**src/rtl/ecf_pkg.sv**
```systemverilog
package ecf_pkg;
  typedef enum logic [1:0] {
    ST_SEARCH  = 2'd0,
    ST_CONFIRM = 2'd1,
    ST_LOCKED  = 2'd2
  } rx_state_e;

  localparam logic [1:0] START_PAIR = 2'b10;
endpackage

```
**src/rtl/ecf_tx_hold.sv**
```systemverilog
module ecf_tx_hold #(
  parameter int DATA_W = 10
) (
  input  logic              clk_i,
  input  logic              rst_ni,
  input  logic [DATA_W-1:0] data_i,
  input  logic              valid_i,
  input  logic              take_i,
  output logic              ready_o,
  output logic              full_o,
  output logic [DATA_W-1:0] word_o
);
  logic              full_q;
  logic [DATA_W-1:0] word_q;
  logic              accept;

  assign accept  = valid_i & ~full_q;
  assign ready_o = ~full_q;
  assign full_o  = full_q;
  assign word_o  = word_q;

  always_ff @(posedge clk_i or negedge rst_ni) begin
    if (!rst_ni) begin
      full_q <= 1'b0;
      word_q <= '0;
    end else begin
      full_q <= accept | (full_q & ~take_i);
      if (accept) word_q <= data_i;
    end
  end

  // a held word is kept intact until the shifter takes it
  p_hold_stable_r3: assert property (@(posedge clk_i) disable iff (!rst_ni)
    (full_q && !take_i) |=> (full_q && $stable(word_q)));
endmodule

```
**src/rtl/ecf_tx_shift.sv**
```systemverilog
module ecf_tx_shift #(
  parameter int DATA_W = 10
) (
  input  logic              clk_i,
  input  logic              rst_ni,
  input  logic              full_i,
  input  logic [DATA_W-1:0] word_i,
  output logic              take_o,
  output logic              ser_o
);
  import ecf_pkg::*;
  localparam int FL   = DATA_W + 2;
  localparam int CN_W = $clog2(FL);

  logic [FL-1:0]   sh_q;
  logic [CN_W-1:0] cnt_q;
  logic            last;

  assign last   = (cnt_q == CN_W'(FL - 1));
  assign take_o = last & full_i;
  assign ser_o  = sh_q[FL-1];

  always_ff @(posedge clk_i or negedge rst_ni) begin
    if (!rst_ni) begin
      sh_q  <= {START_PAIR, {DATA_W{1'b0}}};
      cnt_q <= '0;
    end else if (last) begin
      sh_q  <= {START_PAIR, (full_i ? word_i : {DATA_W{1'b0}})};
      cnt_q <= '0;
    end else begin
      sh_q  <= {sh_q[FL-2:0], 1'b0};
      cnt_q <= cnt_q + 1'b1;
    end
  end

  p_start_hi_r2: assert property (@(posedge clk_i) disable iff (!rst_ni)
    (cnt_q == '0) |-> ser_o);
  p_start_lo_r2: assert property (@(posedge clk_i) disable iff (!rst_ni)
    (cnt_q == CN_W'(1)) |-> !ser_o);
  p_idle_zero_r5: assert property (@(posedge clk_i) disable iff (!rst_ni)
    (last && !full_i) |=> (sh_q[DATA_W-1:0] == '0));
endmodule

```
**src/rtl/ecf_rx_deframer.sv**
```systemverilog
module ecf_rx_deframer #(
  parameter int DATA_W      = 10,
  parameter int LOCK_FRAMES = 4,
  parameter int MISS_LIMIT  = 3,
  parameter int ERR_W       = 8
) (
  input  logic              clk_i,
  input  logic              rst_ni,
  input  logic              ser_i,
  output logic [DATA_W-1:0] data_o,
  output logic              valid_o,
  output logic              locked_o,
  output logic [ERR_W-1:0]  err_cnt_o
);
  import ecf_pkg::*;
  localparam int FL   = DATA_W + 2;
  localparam int PH_W = $clog2(FL);
  localparam int GC_W = $clog2(LOCK_FRAMES + 1);
  localparam int MC_W = $clog2(MISS_LIMIT + 1);

  rx_state_e         st_q;
  logic [FL:0]       win_q;   // win_q[FL] is the bit before the frame
  logic [PH_W-1:0]   ph_q;
  logic [GC_W-1:0]   good_q;
  logic [MC_W-1:0]   miss_q;
  logic [ERR_W-1:0]  err_q;
  logic              valid_q;
  logic [DATA_W-1:0] data_q;
  logic              aligned, cand, start_ok;

  assign aligned  = (ph_q == PH_W'(FL - 1));
  assign cand     = (win_q[FL:FL-2] == 3'b010);
  assign start_ok = (win_q[FL-1:FL-2] == START_PAIR);

  assign data_o    = data_q;
  assign valid_o   = valid_q;
  assign locked_o  = (st_q == ST_LOCKED);
  assign err_cnt_o = err_q;

  always_ff @(posedge clk_i or negedge rst_ni) begin
    if (!rst_ni) begin
      st_q    <= ST_SEARCH;
      win_q   <= '0;
      ph_q    <= '0;
      good_q  <= '0;
      miss_q  <= '0;
      err_q   <= '0;
      valid_q <= 1'b0;
      data_q  <= '0;
    end else begin
      win_q   <= {win_q[FL-1:0], ser_i};
      valid_q <= 1'b0;
      unique case (st_q)
        ST_SEARCH: begin
          ph_q <= '0;
          if (cand) begin
            st_q   <= ST_CONFIRM;
            good_q <= GC_W'(1);
          end
        end
        ST_CONFIRM: begin
          ph_q <= aligned ? '0 : ph_q + 1'b1;
          if (aligned) begin
            if (!start_ok) begin
              st_q   <= ST_SEARCH;
              good_q <= '0;
            end else if (good_q == GC_W'(LOCK_FRAMES - 1)) begin
              st_q   <= ST_LOCKED;
              miss_q <= '0;
            end else begin
              good_q <= good_q + 1'b1;
            end
          end
        end
        ST_LOCKED: begin
          ph_q <= aligned ? '0 : ph_q + 1'b1;
          if (aligned) begin
            if (start_ok) begin
              valid_q <= 1'b1;
              data_q  <= win_q[DATA_W-1:0];
              miss_q  <= '0;
            end else begin
              if (err_q != '1) err_q <= err_q + 1'b1;
              if (miss_q == MC_W'(MISS_LIMIT - 1)) begin
                st_q   <= ST_SEARCH;
                good_q <= '0;
                miss_q <= '0;
              end else begin
                miss_q <= miss_q + 1'b1;
              end
            end
          end
        end
        default: st_q <= ST_SEARCH;
      endcase
    end
  end

  p_valid_locked_r8: assert property (@(posedge clk_i) disable iff (!rst_ni)
    valid_q |-> (st_q == ST_LOCKED));
  p_valid_pulse_r7: assert property (@(posedge clk_i) disable iff (!rst_ni)
    valid_q |=> !valid_q);
  p_err_step_r9: assert property (@(posedge clk_i) disable iff (!rst_ni)
    (err_q != $past(err_q)) |-> (err_q == $past(err_q) + 1'b1));
  p_lock_entry_r6: assert property (@(posedge clk_i) disable iff (!rst_ni)
    ((st_q == ST_LOCKED) && ($past(st_q) != ST_LOCKED))
      |-> ($past(good_q) == GC_W'(LOCK_FRAMES - 1)));
  p_drop_after_run_r10: assert property (@(posedge clk_i) disable iff (!rst_ni)
    ((st_q == ST_SEARCH) && ($past(st_q) == ST_LOCKED))
      |-> ($past(miss_q) == MC_W'(MISS_LIMIT - 1)));
  p_miss_bound_r10: assert property (@(posedge clk_i) disable iff (!rst_ni)
    miss_q < MC_W'(MISS_LIMIT));
endmodule

```
**src/rtl/ecf_serdes.sv**
```systemverilog
module ecf_serdes #(
  parameter int DATA_W      = 10,
  parameter int LOCK_FRAMES = 4,
  parameter int MISS_LIMIT  = 3,
  parameter int ERR_W       = 8
) (
  input  logic              clk_i,
  input  logic              rst_ni,
  input  logic [DATA_W-1:0] tx_data_i,
  input  logic              tx_valid_i,
  output logic              tx_ready_o,
  output logic              ser_o,
  input  logic              ser_i,
  output logic [DATA_W-1:0] rx_data_o,
  output logic              rx_valid_o,
  output logic              rx_locked_o,
  output logic [ERR_W-1:0]  rx_err_cnt_o
);
  logic              take, full;
  logic [DATA_W-1:0] held;

  ecf_tx_hold #(.DATA_W(DATA_W)) i_hold (
    .clk_i   (clk_i),
    .rst_ni  (rst_ni),
    .data_i  (tx_data_i),
    .valid_i (tx_valid_i),
    .take_i  (take),
    .ready_o (tx_ready_o),
    .full_o  (full),
    .word_o  (held)
  );

  ecf_tx_shift #(.DATA_W(DATA_W)) i_shift (
    .clk_i  (clk_i),
    .rst_ni (rst_ni),
    .full_i (full),
    .word_i (held),
    .take_o (take),
    .ser_o  (ser_o)
  );

  ecf_rx_deframer #(
    .DATA_W      (DATA_W),
    .LOCK_FRAMES (LOCK_FRAMES),
    .MISS_LIMIT  (MISS_LIMIT),
    .ERR_W       (ERR_W)
  ) i_rx (
    .clk_i     (clk_i),
    .rst_ni    (rst_ni),
    .ser_i     (ser_i),
    .data_o    (rx_data_o),
    .valid_o   (rx_valid_o),
    .locked_o  (rx_locked_o),
    .err_cnt_o (rx_err_cnt_o)
  );

  p_ready_on_load_r4: assert property (@(posedge clk_i) disable iff (!rst_ni)
    $rose(tx_ready_o) |-> $past(take));
endmodule

```
**config.mk**
```make
export PLATFORM = sky130hd
export DESIGN_NAME = ecf_serdes
export DESIGN_NICKNAME = d
export VERILOG_FILES = /design/src/rtl/ecf_pkg.sv /design/src/rtl/ecf_tx_hold.sv /design/src/rtl/ecf_tx_shift.sv /design/src/rtl/ecf_rx_deframer.sv /design/src/rtl/ecf_serdes.sv
export SDC_FILE = /design/constraint.sdc
export NUM_CORES = 1
export LEC_CHECK = 0
export ABC_AREA = 1
export BUFFER_PORTS_ARGS = -buffer_cell sky130_fd_sc_hd__buf_2
export CAP_MARGIN = 5
export CORE_MARGIN = 2
export CORE_UTILIZATION = 57
export DETAILED_ROUTE_END_ITERATION = 10
export PLACE_DENSITY = 0.87
export SETUP_SLACK_MARGIN = 0.4
export SYNTH_ARGS = -nofsm -noshare
export SYNTH_HDL_FRONTEND = slang
export SYNTH_SLANG_ARGS = --single-unit
```
**constraint.sdc**
```tcl
create_clock -name clk_i -period 1.6 [get_ports clk_i]
set_input_delay 0.16 -clock clk_i [delete_from_list [all_inputs] [get_ports clk_i]]
set_output_delay 0.16 -clock clk_i [all_outputs]
set_load 0.01 [all_outputs]
```
Yosys cells after proc, flatten, opt, wreduce, memory -nomap -nowiden
Index checks and enable logic that the tools add are counted.
- bits in registers: 70
- input port bits: 14
- logic and storage cells: 83
- add/sub/neg operators: 5
- eq/ne operators: 18
- multiplexer cells: 31
- bitwise operators: 7
- reductions and logical operators: 10
- operator list (kind ; count):
    $mux W2 ; 13
    $mux W3 ; 7
    $mux W12 ; 1
    $ne A2 B1 Y1 const B ; 6
    $mux W10 ; 1
    $pmux W3 S3 ; 1
    $add A4 B1 Y4 const B ; 2
    $add A8 B1 Y8 const B ; 1
    $eq A4 B4 Y1 const B ; 2
    $mux W4 ; 2
    $ne A8 B8 Y1 const B ; 1
    $pmux W4 S2 ; 1
    $reduce_and A7 Y1 ; 1
    $eq A2 B2 Y1 const B ; 3
    $eq A3 B2 Y1 const B ; 2
    $ne A3 B3 Y1 const B ; 2
    $pmux W2 S3 ; 1
    $reduce_and A6 Y1 ; 1
    $reduce_and A5 Y1 ; 1
    $pmux W2 S2 ; 1
    $reduce_and A4 Y1 ; 1
    $reduce_bool A2 Y1 ; 2
    $add A3 B1 Y3 const B ; 1
    $and A1 B1 Y1 ; 3
    10 further kinds ; 14

Logic depth before layout (Yosys ltp)
- word-level depth: 5
- depth in mapped cells: 9
- gate-level depth less buffers: 9

By module
From an unflattened synthesis, not the netlist that was laid out.
- cells, all modules: 346
- area total of the unflattened synthesis: 3074.2 um^2
- modules (own cells, without submodules) (module ; times used ; cells each ; area an instance (um^2) ; sequential area each (um^2)):
    ecf_rx_deframer ; 1 ; 213 ; 1921.8 ; 1076.0
    ecf_tx_shift ; 1 ; 86 ; 701.9 ; 401.6
    ecf_tx_hold ; 1 ; 47 ; 450.4 ; 275.3

Least setup slack after synthesis
OpenSTA, ideal clock, no wires.
- kind: register -> register
- from: register i_rx.st_q[0]
- to: register i_rx.miss_q[0]
- library setup time: 0.126 ns
- arrival: 1.300 ns
- required time: 1.474 ns
- setup slack: 0.173 ns
- cell stages (with the launch flop): 8
- path buffers: 0
- clock period less this slack: 1.427 ns
- cell sequence: dfrtp_1 > inv_1 > ha_1 > or2_2 > nand2_1 > nand2_1 > nand2_1 > o21ai_0
- cells in the longest elaborated chain, start to end: 3
- elaborated cells on any way between the ends: 9
- those cells by class: 6 x eq/ne; 1 x mux; 2 x reduce/logical
- RTL lines (element ; RTL line ; source):
    from (decl) ; ecf_rx_deframer.sv:21 ; rx_state_e st_q;
    from (signal assigned) ; ecf_rx_deframer.sv:42 ; st_q <= ST_SEARCH;
    from (signal assigned) ; ecf_rx_deframer.sv:57 ; st_q <= ST_CONFIRM;
    from (signal assigned) ; ecf_rx_deframer.sv:65 ; st_q <= ST_SEARCH;
    $eq A2 B2 Y1 (*) ; - ;
    via rx_locked_o ; ecf_serdes.sv:16 ; output logic rx_locked_o,
    $ne A2 B1 Y1 (no line) or $reduce_bool A2 Y1 (tied branches) ; - ;
    $reduce_and A5 Y1 (no line) ; - ;
    to (signal assigned) ; ecf_rx_deframer.sv:89 ; miss_q <= miss_q + 1'b1;
    to (decl) ; ecf_rx_deframer.sv:25 ; logic [MC_W-1:0] miss_q;
Mark *: on every way through the listed nets, which the timed path passes. The rest lies on a longest branch.
A chain may end at the register's enable or synchronous reset.

Worst setup path after layout
- from: register i_rx.st_q[0]
- to: output rx_locked_o
- cells in the longest elaborated chain, start to end: 1
- RTL lines (element ; RTL line ; source):
    $eq A2 B2 Y1 ; ecf_rx_deframer.sv:37 ; assign locked_o = (st_q == ST_LOCKED);
    to (decl) ; ecf_serdes.sv:16 ;
Every way passes these cells.

==> impl_metrics.env <==
export IMPL_via_count=2306
export IMPL_clock_root_buffer="clkbuf_8"
export IMPL_wire_per_inst_um=14.3
export IMPL_finalHoldViolations=0
export IMPL_path_clk_slew_ps=70
export IMPL_synth_cell_type_count=29
export IMPL_ys_warn_count=0
export IMPL_fp_dieW_um=75.8
export IMPL_worst_setup_path_end_kind="output pin"
export IMPL_area_growth_pct=31.1
export IMPL_finalClockSkew_ps=8.23
export IMPL_rsz0062_at_grt="yes"
export IMPL_ios=36
export IMPL_grt_pass1_wl_um=9580
export IMPL_drt_total_wl_um=6330
export IMPL_holdWs_ps=44.9
export IMPL_fin_nets=391
export IMPL_reg2reg_depth=8
export IMPL_numCtsBuffers=9
export IMPL_track_usage_pct=23.2
export IMPL_fillCellCount=298
export IMPL_ir_worst_vdd_uv=856
export IMPL_core_um2=5040
export IMPL_ys_ff_latch=70
export IMPL_yosysMostFrequentCell="nand2_1"
export IMPL_ys_top_cells_by_area="dfrtp_1, nand2_1, ha_1"
export IMPL_crit_slowest_cell="dfrtp_2"
export IMPL_cts_tree="yes"
export IMPL_synth_avg_cell_area_um2=9.81
export IMPL_leakage_nw=1.94
export IMPL_clk_path_buf_depth=2
export IMPL_critical_path_class="reg -> out"
export IMPL_fmax_mhz=708
export IMPL_setup_tns_ps=0
export IMPL_synth_top_cell_area_share_pct=58.7
export IMPL_synthCells=300
export IMPL_yosys_top_cells_count="nand2_1, dfrtp_1, inv_1"
export IMPL_setup_viol_count_final=0
export IMPL_cp_depth=3
export IMPL_vias_per_cell=5.22
export IMPL_critPathRequiredTime_ps=1440
export IMPL_antenna_found_initial=0
export IMPL_drt_iter0_drc=102
export IMPL_dp_hpwl_um=3550
export IMPL_synth_edff_count=0
export IMPL_portBuffers=35
export IMPL_ys_seq_area_share_pct=59.6
export IMPL_dieHeight_um=75.8
export IMPL_first_global_vias=2168
export IMPL_n_antenna_cell=0
export IMPL_htree_levels=3
export IMPL_critPathLaunchType="flop"
export IMPL_tightestPinTransition_ps=366
export IMPL_drt_pass1_iter_count=6
export IMPL_clkSinkCount=70
export IMPL_die_area_um2=5750
export IMPL_initial_core_util_pct=58.3
export IMPL_yosysTopAreaCell="dfrtp_1"
export IMPL_slew_headroom_pct=75.6
export IMPL_path_delay_family="flip-flops"
export IMPL_finalMaxSlewViolations=0
export IMPL_crit_arrival_ps=1250
export IMPL_gp_congestion=0.803
export IMPL_power_density_nw_per_um2=1270
export IMPL_drc=0
export IMPL_async_reset_ff_share_pct=100
export IMPL_status="completed"
export IMPL_cp_num_buf_inv=2
export IMPL_min_path_cells=2
export IMPL_cp_slowest_stage_delay_ps=470
export IMPL_clk_latency_ps=350
export IMPL_ant_nets=0
export IMPL_synth_area_um2=2940
export IMPL_min_path_type="in -> reg"
export IMPL_ys_flop_type="dfrtp_1"
export IMPL_grt_max_degree=71
export IMPL_grt_ovfl_total=0
export IMPL_rows=26
export IMPL_crit_chain="inv_4, ha_4, buf_6"
export IMPL_path_max_fanout=8
export IMPL_drive_gt1_share_pct=39.8
export IMPL_maxCapViolations=0
export IMPL_period_minus_slack_ps=1410
export IMPL_synth_nets=324
export IMPL_layout_cells_non_filler=442
export IMPL_utilization_pct=76.5
export IMPL_place_inst=402
export IMPL_final_period_utilization_pct=88.3
report_power, final:
part	leakage [nW]	switching (W)	internal (W)	total, W
combinational	0.968	0.000802	0.000646	0.00145
clock	0.0841	0.000647	0.000559	0.00121
sequential	0.886	0.000190	0.00204	0.00223
metrics by stage:
stage               setup WS (ps)  power (W)  area [um2]
floorplan                     273    0.00296        2990
global placement              168    0.00316        3260
detailed placement           64.0    0.00324        3260
CTS                           217    0.00474        3720
global route                  134    0.00518        3860
finish                        187    0.00489        3860
flip-flops by register name, indices dropped and copies added (netlist names), 2 cells and up:
signal,count
i_hold.word_o,10
i_rx.miss_q,2
i_rx.win_q,13
i_rx.st_q,2
i_rx.good_q,3
i_rx.ph_q,4
i_shift.sh_q,12
i_rx.err_cnt_o,8
i_shift.cnt_q,4
i_rx.data_o,10
metal layers:
layer	global-route usage [%]	wire length [um]	vias to the layer above	share of wire [%]
met4	8.77	136	0	2.1
met2	39.9	3370	76	53
met5	0	0	-	0
met3	7.28	253	17	4.0
li1	-	-	1081	-
met1	27.3	2570	1132	41
kinds of logic (layout without fill, tap and decap cells):
family          after synthesis  count (layout)  synth area share [%]
mux                          10              10                  3.83
simple gates                152             152                  22.0
buf+inv                      34             106                  4.89
compound gates               18              18                  3.66
xor+xnor                      6               6                  1.79
fa+ha+maj                    10              10                  4.25
flops                        70              70                  59.6
repair_timing:
action / in CTS / in global routing
gates cloned: 1 / 0
hold buffers: 2 / 0
setup buffers: 16 / 5
endpoints found under the setup margin: 54 / 46
hold endpoints to repair: 70 / 0
pin swaps: 14 / 19
resized for setup: 44 / 30
cells in the final DEF, fill, tap and decap left out, types with 2 or more instances in the layout:
master and count:
buf_2 32, buf_4 17, buf_6 11, clkbuf_1 3, clkbuf_8 9, clkinv_2 3
dfrtp_1 67, dfrtp_2 2, dlygate4sd3_1 2, ha_2 3, ha_4 6, inv_1 20
inv_2 2, inv_4 4, mux2_2 10, nand2_1 90, nand2_2 18, nand2_4 2
nand3_1 16, nand3_2 6, nand4_1 2, nor2_1 5, nor2_4 6, o21ai_0 3
o21ai_1 5, o21ai_2 6, or2_2 2, xnor2_1 5
cell type report:
| cell class | instances | area [um2] | area share (%) |
|---|---|---|---|
| Clock inverter | 4 | 23.8 | 0.616 |
| Inverter | 27 | 116 | 3.02 |
| Tap cell | 70 | 87.6 | 2.27 |
| Multi-Input combinational cell | 196 | 1290 | 33.4 |
| Timing Repair Buffer | 63 | 452 | 11.7 |
| Clock buffer | 12 | 135 | 3.50 |
| Sequential cell | 70 | 1760 | 45.5 |
final timing paths:
path	slack, ps	startpoint	endpoint
max	190	i_rx.st_q[0]	rx_locked_o
max in group asynchronous	920	rst_ni	i_rx.st_q[0]
min in group asynchronous	370	rst_ni	i_rx.good_q[2]
min reg2reg	370	i_rx.win_q[1]	i_rx.win_q[2]
min	40	tx_data_i[2]	i_hold.word_o[2]
max reg2reg	200	i_rx.st_q[0]	i_rx.st_q[1]
No activity file was read; power rests on OpenSTA's default activity.
